**config.mk**
```make
export PLATFORM = sky130hd
export DESIGN_NAME = tbt_halt_ctrl
export DESIGN_NICKNAME = d
export VERILOG_FILES = /design/src/rtl/tbt_halt_pkg.sv /design/src/rtl/tbt_rst_sync.sv /design/src/rtl/tbt_fall_detect.sv /design/src/rtl/tbt_warmup.sv /design/src/rtl/tbt_halt_fsm.sv /design/src/rtl/tbt_halt_ctrl.sv
export SDC_FILE = /design/constraint.sdc
export NUM_CORES = 1
export LEC_CHECK = 0
export BUFFER_PORTS_ARGS = -buffer_cell sky130_fd_sc_hd__buf_2
export CORE_MARGIN = 4
export CORE_UTILIZATION = 30
export DETAILED_ROUTE_END_ITERATION = 10
export GPL_TIMING_DRIVEN = 1
export PLACE_DENSITY = 0.55
export SLEW_MARGIN = 5
export SYNTH_ARGS = -nofsm -noshare
export SYNTH_HDL_FRONTEND = slang
export SYNTH_SLANG_ARGS = --single-unit
```
**constraint.sdc**
```tcl
create_clock -name clk -period 1.31 [get_ports clk]
set_input_delay 0.262 -clock clk [delete_from_list [all_inputs] [get_ports clk]]
set_output_delay 0.262 -clock clk [all_outputs]
set_load 0.01 [all_outputs]
```
**src/rtl/tbt_halt_pkg.sv**
```systemverilog
`timescale 1ns/1ps
package tbt_halt_pkg;

  typedef enum logic [2:0] {
    ST_WARM  = 3'd0,
    ST_RUN   = 3'd1,
    ST_PSTOP = 3'd2,
    ST_HALT  = 3'd3,
    ST_EXIT  = 3'd4
  } halt_state_e;

  localparam int unsigned SYNC_MIN = 2;

endpackage

```
**src/rtl/tbt_rst_sync.sv**
```systemverilog
`timescale 1ns/1ps
module tbt_rst_sync #(
  parameter int unsigned STAGES = 2
) (
  input  logic clk,
  input  logic rst_n,
  output logic rst_sync_n
);
  logic [STAGES-1:0] chain_q;

  always_ff @(posedge clk or negedge rst_n) begin
    if (!rst_n) chain_q <= '0;
    else        chain_q <= {chain_q[STAGES-2:0], 1'b1};
  end

  assign rst_sync_n = chain_q[STAGES-1];
endmodule

```
**src/rtl/tbt_fall_detect.sv**
```systemverilog
`timescale 1ns/1ps
module tbt_fall_detect
  import tbt_halt_pkg::*;
#(
  parameter int unsigned SYNC_STAGES = 2
) (
  input  logic clk,
  input  logic rst_n,
  input  logic async_in,
  output logic fall
);
  logic [SYNC_STAGES-1:0] sync_q;
  logic                   prev_q;

  generate
    if (SYNC_STAGES < SYNC_MIN) begin : g_bad
      initial $fatal(1, "SYNC_STAGES below minimum");
    end
  endgenerate

  always_ff @(posedge clk or negedge rst_n) begin
    if (!rst_n) begin
      sync_q <= '0;
      prev_q <= 1'b0;
    end else begin
      sync_q <= {sync_q[SYNC_STAGES-2:0], async_in};
      prev_q <= sync_q[SYNC_STAGES-1];
    end
  end

  assign fall = prev_q & ~sync_q[SYNC_STAGES-1];

  // a detected edge cannot repeat on the next cycle
  p_fall_single_r4: assert property (@(posedge clk) disable iff (!rst_n)
    fall |=> !fall);
endmodule

```
**src/rtl/tbt_warmup.sv**
```systemverilog
`timescale 1ns/1ps
module tbt_warmup #(
  parameter int unsigned WARM_CYCLES = 16
) (
  input  logic clk,
  input  logic rst_n,
  input  logic count_en,
  output logic done
);
  localparam int unsigned CW = (WARM_CYCLES < 1) ? 1 : $clog2(WARM_CYCLES + 1);

  logic [CW-1:0] cnt_q, cnt_d;
  logic          cnt_en;

  assign done   = (cnt_q == '0);
  assign cnt_en = count_en & ~done;

  always_comb begin
    cnt_d = cnt_q;
    if (cnt_en) cnt_d = cnt_q - 1'b1;
  end

  always_ff @(posedge clk or negedge rst_n) begin
    if (!rst_n)      cnt_q <= CW'(WARM_CYCLES);
    else if (cnt_en) cnt_q <= cnt_d;
  end

  // once expired the counter stays at zero until the next reset
  p_done_sticky_r1: assert property (@(posedge clk) disable iff (!rst_n)
    done |=> done);
endmodule

```
**src/rtl/tbt_halt_fsm.sv**
```systemverilog
`timescale 1ns/1ps
module tbt_halt_fsm
  import tbt_halt_pkg::*;
(
  input  logic clk,
  input  logic rst_n,
  input  logic warm_done,
  input  logic halt_set,
  input  logic periph_stop_ack,
  input  logic wake_fall,
  input  logic tbt_en,
  input  logic ime,
  input  logic tbt_ie,
  input  logic mode_slow_in,
  output logic warm_active,
  output logic cpu_run,
  output logic cpu_stop,
  output logic wdt_stop,
  output logic periph_stop_req,
  output logic halt_bit,
  output logic resume_valid,
  output logic resume_irq,
  output logic tbt_irq_set,
  output logic op_slow
);
  halt_state_e state_q, state_d;
  logic halt_q, halt_d;
  logic irq_q, irq_d;
  logic set_q, set_d;
  logic mode_q;
  logic mode_en;
  logic wake_ok;

  assign wake_ok = wake_fall & tbt_en;
  assign mode_en = (state_q == ST_RUN);

  always_comb begin
    state_d = state_q;
    halt_d  = halt_q;
    irq_d   = irq_q;
    set_d   = set_q;
    unique case (state_q)
      ST_WARM: begin
        if (warm_done) state_d = ST_RUN;
      end
      ST_RUN: begin
        if (halt_set) begin
          halt_d  = 1'b1;
          state_d = ST_PSTOP;
        end
      end
      ST_PSTOP: begin
        if (periph_stop_ack) state_d = ST_HALT;
      end
      ST_HALT: begin
        if (wake_ok) begin
          state_d = ST_EXIT;
          halt_d  = 1'b0;
          irq_d   = ime & tbt_ie;
          set_d   = tbt_en;
        end
      end
      ST_EXIT: begin
        state_d = ST_RUN;
        set_d   = 1'b0;
      end
      default: state_d = ST_WARM;
    endcase
  end

  always_ff @(posedge clk or negedge rst_n) begin
    if (!rst_n) begin
      state_q <= ST_WARM;
      halt_q  <= 1'b0;
      irq_q   <= 1'b0;
      set_q   <= 1'b0;
    end else begin
      state_q <= state_d;
      halt_q  <= halt_d;
      irq_q   <= irq_d;
      set_q   <= set_d;
    end
  end

  always_ff @(posedge clk or negedge rst_n) begin
    if (!rst_n)       mode_q <= 1'b0;
    else if (mode_en) mode_q <= mode_slow_in;
  end

  assign warm_active     = (state_q == ST_WARM);
  assign cpu_run         = (state_q == ST_RUN);
  assign cpu_stop        = (state_q == ST_HALT);
  assign wdt_stop        = (state_q == ST_HALT);
  assign periph_stop_req = (state_q == ST_PSTOP) | (state_q == ST_HALT);
  assign halt_bit        = halt_q;
  assign resume_valid    = (state_q == ST_EXIT);
  assign resume_irq      = (state_q == ST_EXIT) & irq_q;
  assign tbt_irq_set     = (state_q == ST_EXIT) & set_q;
  assign op_slow         = mode_q;

  // halt is entered only after the peripherals acknowledged
  p_stop_after_ack_r3: assert property (@(posedge clk) disable iff (!rst_n)
    $rose(cpu_stop) |-> $past(periph_stop_ack));

  // halt bit is only ever raised from the running state
  p_halt_from_run_r11: assert property (@(posedge clk) disable iff (!rst_n)
    $rose(halt_q) |-> $past(state_q == ST_RUN));

  // halt bit stays set while stopping and halted
  p_halt_held_r2: assert property (@(posedge clk) disable iff (!rst_n)
    periph_stop_req |-> halt_q);

  // an exit needs an enabled timer edge
  p_exit_needs_en_r5: assert property (@(posedge clk) disable iff (!rst_n)
    $rose(resume_valid) |-> $past(tbt_en && wake_fall));

  // halt bit is already clear during the exit cycle
  p_halt_cleared_r8: assert property (@(posedge clk) disable iff (!rst_n)
    resume_valid |-> !halt_q);

  // exit lasts one cycle and returns to running
  p_exit_one_cycle_r7: assert property (@(posedge clk) disable iff (!rst_n)
    resume_valid |=> (cpu_run && !resume_valid && !tbt_irq_set));

  // saved mode cannot move while halted
  p_mode_frozen_r9: assert property (@(posedge clk) disable iff (!rst_n)
    (cpu_stop && $past(cpu_stop)) |-> $stable(mode_q));
endmodule

```
**src/rtl/tbt_halt_ctrl.sv**
```systemverilog
`timescale 1ns/1ps
module tbt_halt_ctrl #(
  parameter int unsigned WARM_CYCLES = 16,
  parameter int unsigned SYNC_STAGES = 2,
  parameter int unsigned RST_STAGES  = 2
) (
  input  logic clk,
  input  logic rst_n,
  input  logic halt_set,
  input  logic periph_stop_ack,
  input  logic tbt_src_clk,
  input  logic tbt_en,
  input  logic ime,
  input  logic tbt_ie,
  input  logic mode_slow_in,
  output logic cpu_run,
  output logic cpu_stop,
  output logic wdt_stop,
  output logic periph_stop_req,
  output logic halt_bit,
  output logic resume_valid,
  output logic resume_irq,
  output logic tbt_irq_set,
  output logic op_slow
);
  logic rst_core_n;
  logic wake_fall;
  logic warm_done;
  logic warm_active;

  tbt_rst_sync #(.STAGES(RST_STAGES)) u_rst (
    .clk        (clk),
    .rst_n      (rst_n),
    .rst_sync_n (rst_core_n)
  );

  tbt_fall_detect #(.SYNC_STAGES(SYNC_STAGES)) u_edge (
    .clk      (clk),
    .rst_n    (rst_core_n),
    .async_in (tbt_src_clk),
    .fall     (wake_fall)
  );

  tbt_warmup #(.WARM_CYCLES(WARM_CYCLES)) u_warm (
    .clk      (clk),
    .rst_n    (rst_core_n),
    .count_en (warm_active),
    .done     (warm_done)
  );

  tbt_halt_fsm u_fsm (
    .clk             (clk),
    .rst_n           (rst_core_n),
    .warm_done       (warm_done),
    .halt_set        (halt_set),
    .periph_stop_ack (periph_stop_ack),
    .wake_fall       (wake_fall),
    .tbt_en          (tbt_en),
    .ime             (ime),
    .tbt_ie          (tbt_ie),
    .mode_slow_in    (mode_slow_in),
    .warm_active     (warm_active),
    .cpu_run         (cpu_run),
    .cpu_stop        (cpu_stop),
    .wdt_stop        (wdt_stop),
    .periph_stop_req (periph_stop_req),
    .halt_bit        (halt_bit),
    .resume_valid    (resume_valid),
    .resume_irq      (resume_irq),
    .tbt_irq_set     (tbt_irq_set),
    .op_slow         (op_slow)
  );

  // the core never runs before the warm-up counter expires
  p_run_after_warm_r1: assert property (@(posedge clk) disable iff (!rst_core_n)
    cpu_run |-> warm_done);

  // CPU stop always comes with the peripheral stop request
  p_stop_with_req_r3: assert property (@(posedge clk) disable iff (!rst_core_n)
    cpu_stop |-> (periph_stop_req && wdt_stop && !cpu_run));
endmodule

```
==> metrics.yaml <==
die_area_um2: 3370
grt_pass1_vias: 631
fin_crit_sh: 1.15
row_count: 17
initial_core_util: 0.327
crit_arrival_ns: 1.24
synth_edf_count: 0
synthXorXnorAreaFrac: 0.0116
die_x_um: 58.1
clk_pin_slew_ns: 0.10
yosys-top-cells-area: "dfrtp_1 (53%), mux2_1 (4.5%), dfstp_2 (3.5%)"
hp-start: "tbt_src_clk"
grt.total_usage: 0.113
wl_mm: 1.86
synth-simple-area-share: 0.200
timing.hold.ws_ns: 0.0803
htree_levels: 1
yosys_warnings: 0
cp-start-kind: "flip-flop"
drv_cap: 0
dp.cells: 111
synth.net_count: 75
tightest_slew_ns: 0.628
yosysTopAreaCellShare: 0.532
setup_viol: 15
muxShareOfSynthArea: 0.0715
ant_nets: 0
num_io_pins: 18
status: "finished with violations"
fin_total_pwr_w: 0.00201
rr_endpoint: "u_fsm.irq_q"
gr-total-overflow: 0
async_flop_share: 1.00
critical_path_class: "reg -> out"
vias: 596
ys_seq_area_frac: 0.567
hold_path.class: "in -> reg"
cp_max_fo: 6
violations: "negative setup slack"
synth_top_family_by_area: "simple AND/OR/NAND/NOR gates"
synthCells: 65
synth-seq-cells: 17
numCtsBuffers: 3
drive_gt1_frac: 0.594
cp.required_ns: 1.05
drv_slew: 0
finalNonFillerCells: 129
yosysUniqueCellTypes: 27
grt_setup_unrepaired: "yes"
clkSinkCount: 17
crit_path_end_kind: "output pin"
synth_fa_ha_area_frac: 0.0166
antenna_found_initial: 0
worstReg2RegStart: "u_fsm.state_q[2]"
drt_iter0_drc: 4
clkLatencyLatePin_ns: 0.29
final_hold_viol_count: 0
synth_area_per_cell_um2: 11.6
wl_per_cell_um: 14.4
core_area_um2: 2300
grt_pass1_wl_mm: 2.82
antenna_cells: 0
synthFlopType: "dfrtp_1"
drc: 0
dp_hpwl_mm: 1.11
area_growth_syn_to_layout_pct: 51.7
die_h_um: 58.1
finalSetupTns_ns: -1.56
fin_crit_ns: 1.50
leakage_nw: 0.548
syn_area_um2: 752
fmax_mhz: 666
finalClockSkew_ns: 0.00804
root_buffer: "clkbuf_4"
fin_nets: 112
slew_headroom: 0.581
min_delay_path_depth: 1
grt_max_degree: 16
cts_buffer_depth: 2
yosys.area.top_type: "dfrtp_1"
synth_compound_area_frac: 0.0715
worstHoldEndpoint: "u_edge.sync_q[0]"
io_buffers: 17
r2r_slack_ns: -0.14
setup_slack_ns: -0.192
reg2reg_depth: 4
p_per_area_nw_per_um2: 1770
dr.pass1.iters: 4
vias_per_cell: 4.62
peakVddDrop_uv: 1080
cts_tree: "done"
gp_congestion: 0.740
-- worst max-delay path, stage by stage (launching register included) --
cell and delay [ns]:
dfrtp_2 0.49, nor2_4 0.16, and3_4 0.20, buf_6 0.10
-- synth_stat cells (2+ instances only) --
master / count
buf_4: 2
a21oi_1: 3
o21ai_0: 3
nand2_1: 4
dfrtp_1: 16
nor2_1: 6
nor3_1: 2
mux2_1: 3
and3_1: 2
mux2i_1: 2
inv_1: 6
-- final cells by class --
class	instances	area (µm²)
fillers	204	1160
flip-flops and latches	17	430
multi-input cells	39	370
repair buffers	35	256
well taps	28	35.0
clock buffers	4	26.3
inverters	6	22.5
-- through the flow --
step	utilization	instance area, µm²	worst slack [ns]
after floorplan	-	761	0.0146
after global placement	0.388	891	-0.0281
after detailed placement	0.388	891	-0.0761
after CTS	0.472	1080	-0.147
after global routing	0.497	1140	-0.229
final	0.497	1140	-0.192
-- timing repair --
action                                 CTS  global route
setup endpoints to repair               13            16
pin swaps                                3             8
endpoints found under the hold margin    2             0
resized for setup                       23             8
hold buffers                             1             0
buffers inserted                         9             4
-- where the power goes --
part | total, W | leakage, nW | switching (W) | internal, W
clock | 0.000277 | 0.0150 | 0.000159 | 0.000118
sequential | 0.000763 | 0.202 | 0.000131 | 0.000633
combinational | 0.000974 | 0.332 | 0.000402 | 0.000572
-- state kept, by name (all words and copies together), names as in the netlist --
| signal | cells |
|---|---|
| u_fsm.irq_q | 1 |
| u_fsm.halt_bit | 1 |
| u_fsm.set_q | 1 |
| u_warm.cnt_q | 5 |
| u_fsm.state_q | 3 |
| u_rst.chain_q | 2 |
| u_fsm.op_slow | 1 |
| u_edge.sync_q | 2 |
| u_edge.prev_q | 1 |
-- placed cells by master (no fill, tap or decap), types with 2 or more instances in the layout --
master	instances
clkbuf_4	3
nand2_1	4
nor3b_4	2
dfrtp_2	3
o21ai_1	3
buf_4	13
buf_2	14
mux2i_1	2
buf_6	7
inv_1	3
inv_2	3
mux2_4	2
nor2_1	5
a21oi_1	2
dfrtp_1	13
-- per-layer routing --
layer | global-route usage | vias up | share of wire
li1 | - | 292 | -
met1 | 0.120 | 289 | 0.40
met2 | 0.197 | 13 | 0.55
met3 | 0.0490 | 2 | 0.042
met4 | 0.0397 | 0 | 0.0065
met5 | 0 | - | 0
-- cells by family (layout without fill, tap and decap cells) --
kind of cell	Yosys count	count (layout)
simple gates	22	22
flops	17	17
compound gates	9	9
buf+inv	9	45
mux	5	5
fa+ha+maj	1	1
other cells	1	1
xor+xnor	1	1
-- worst max-delay path by stage --
stage / start / endpoint / cells after the start / slack, ns
global route: u_fsm.state_q[1] / resume_irq / 3 / -0.23
global placement: u_warm.cnt_q[0] / u_warm.cnt_q[3] / 5 / -0.03
detailed placement: u_warm.cnt_q[0] / u_warm.cnt_q[3] / 5 / -0.08
CTS: u_fsm.state_q[1] / tbt_irq_set / 3 / -0.15
floorplan: u_warm.cnt_q[0] / u_warm.cnt_q[2] / 5 / 0.01
finish: u_fsm.state_q[1] / resume_irq / 3 / -0.19
(Power assumes the default switching activity.)
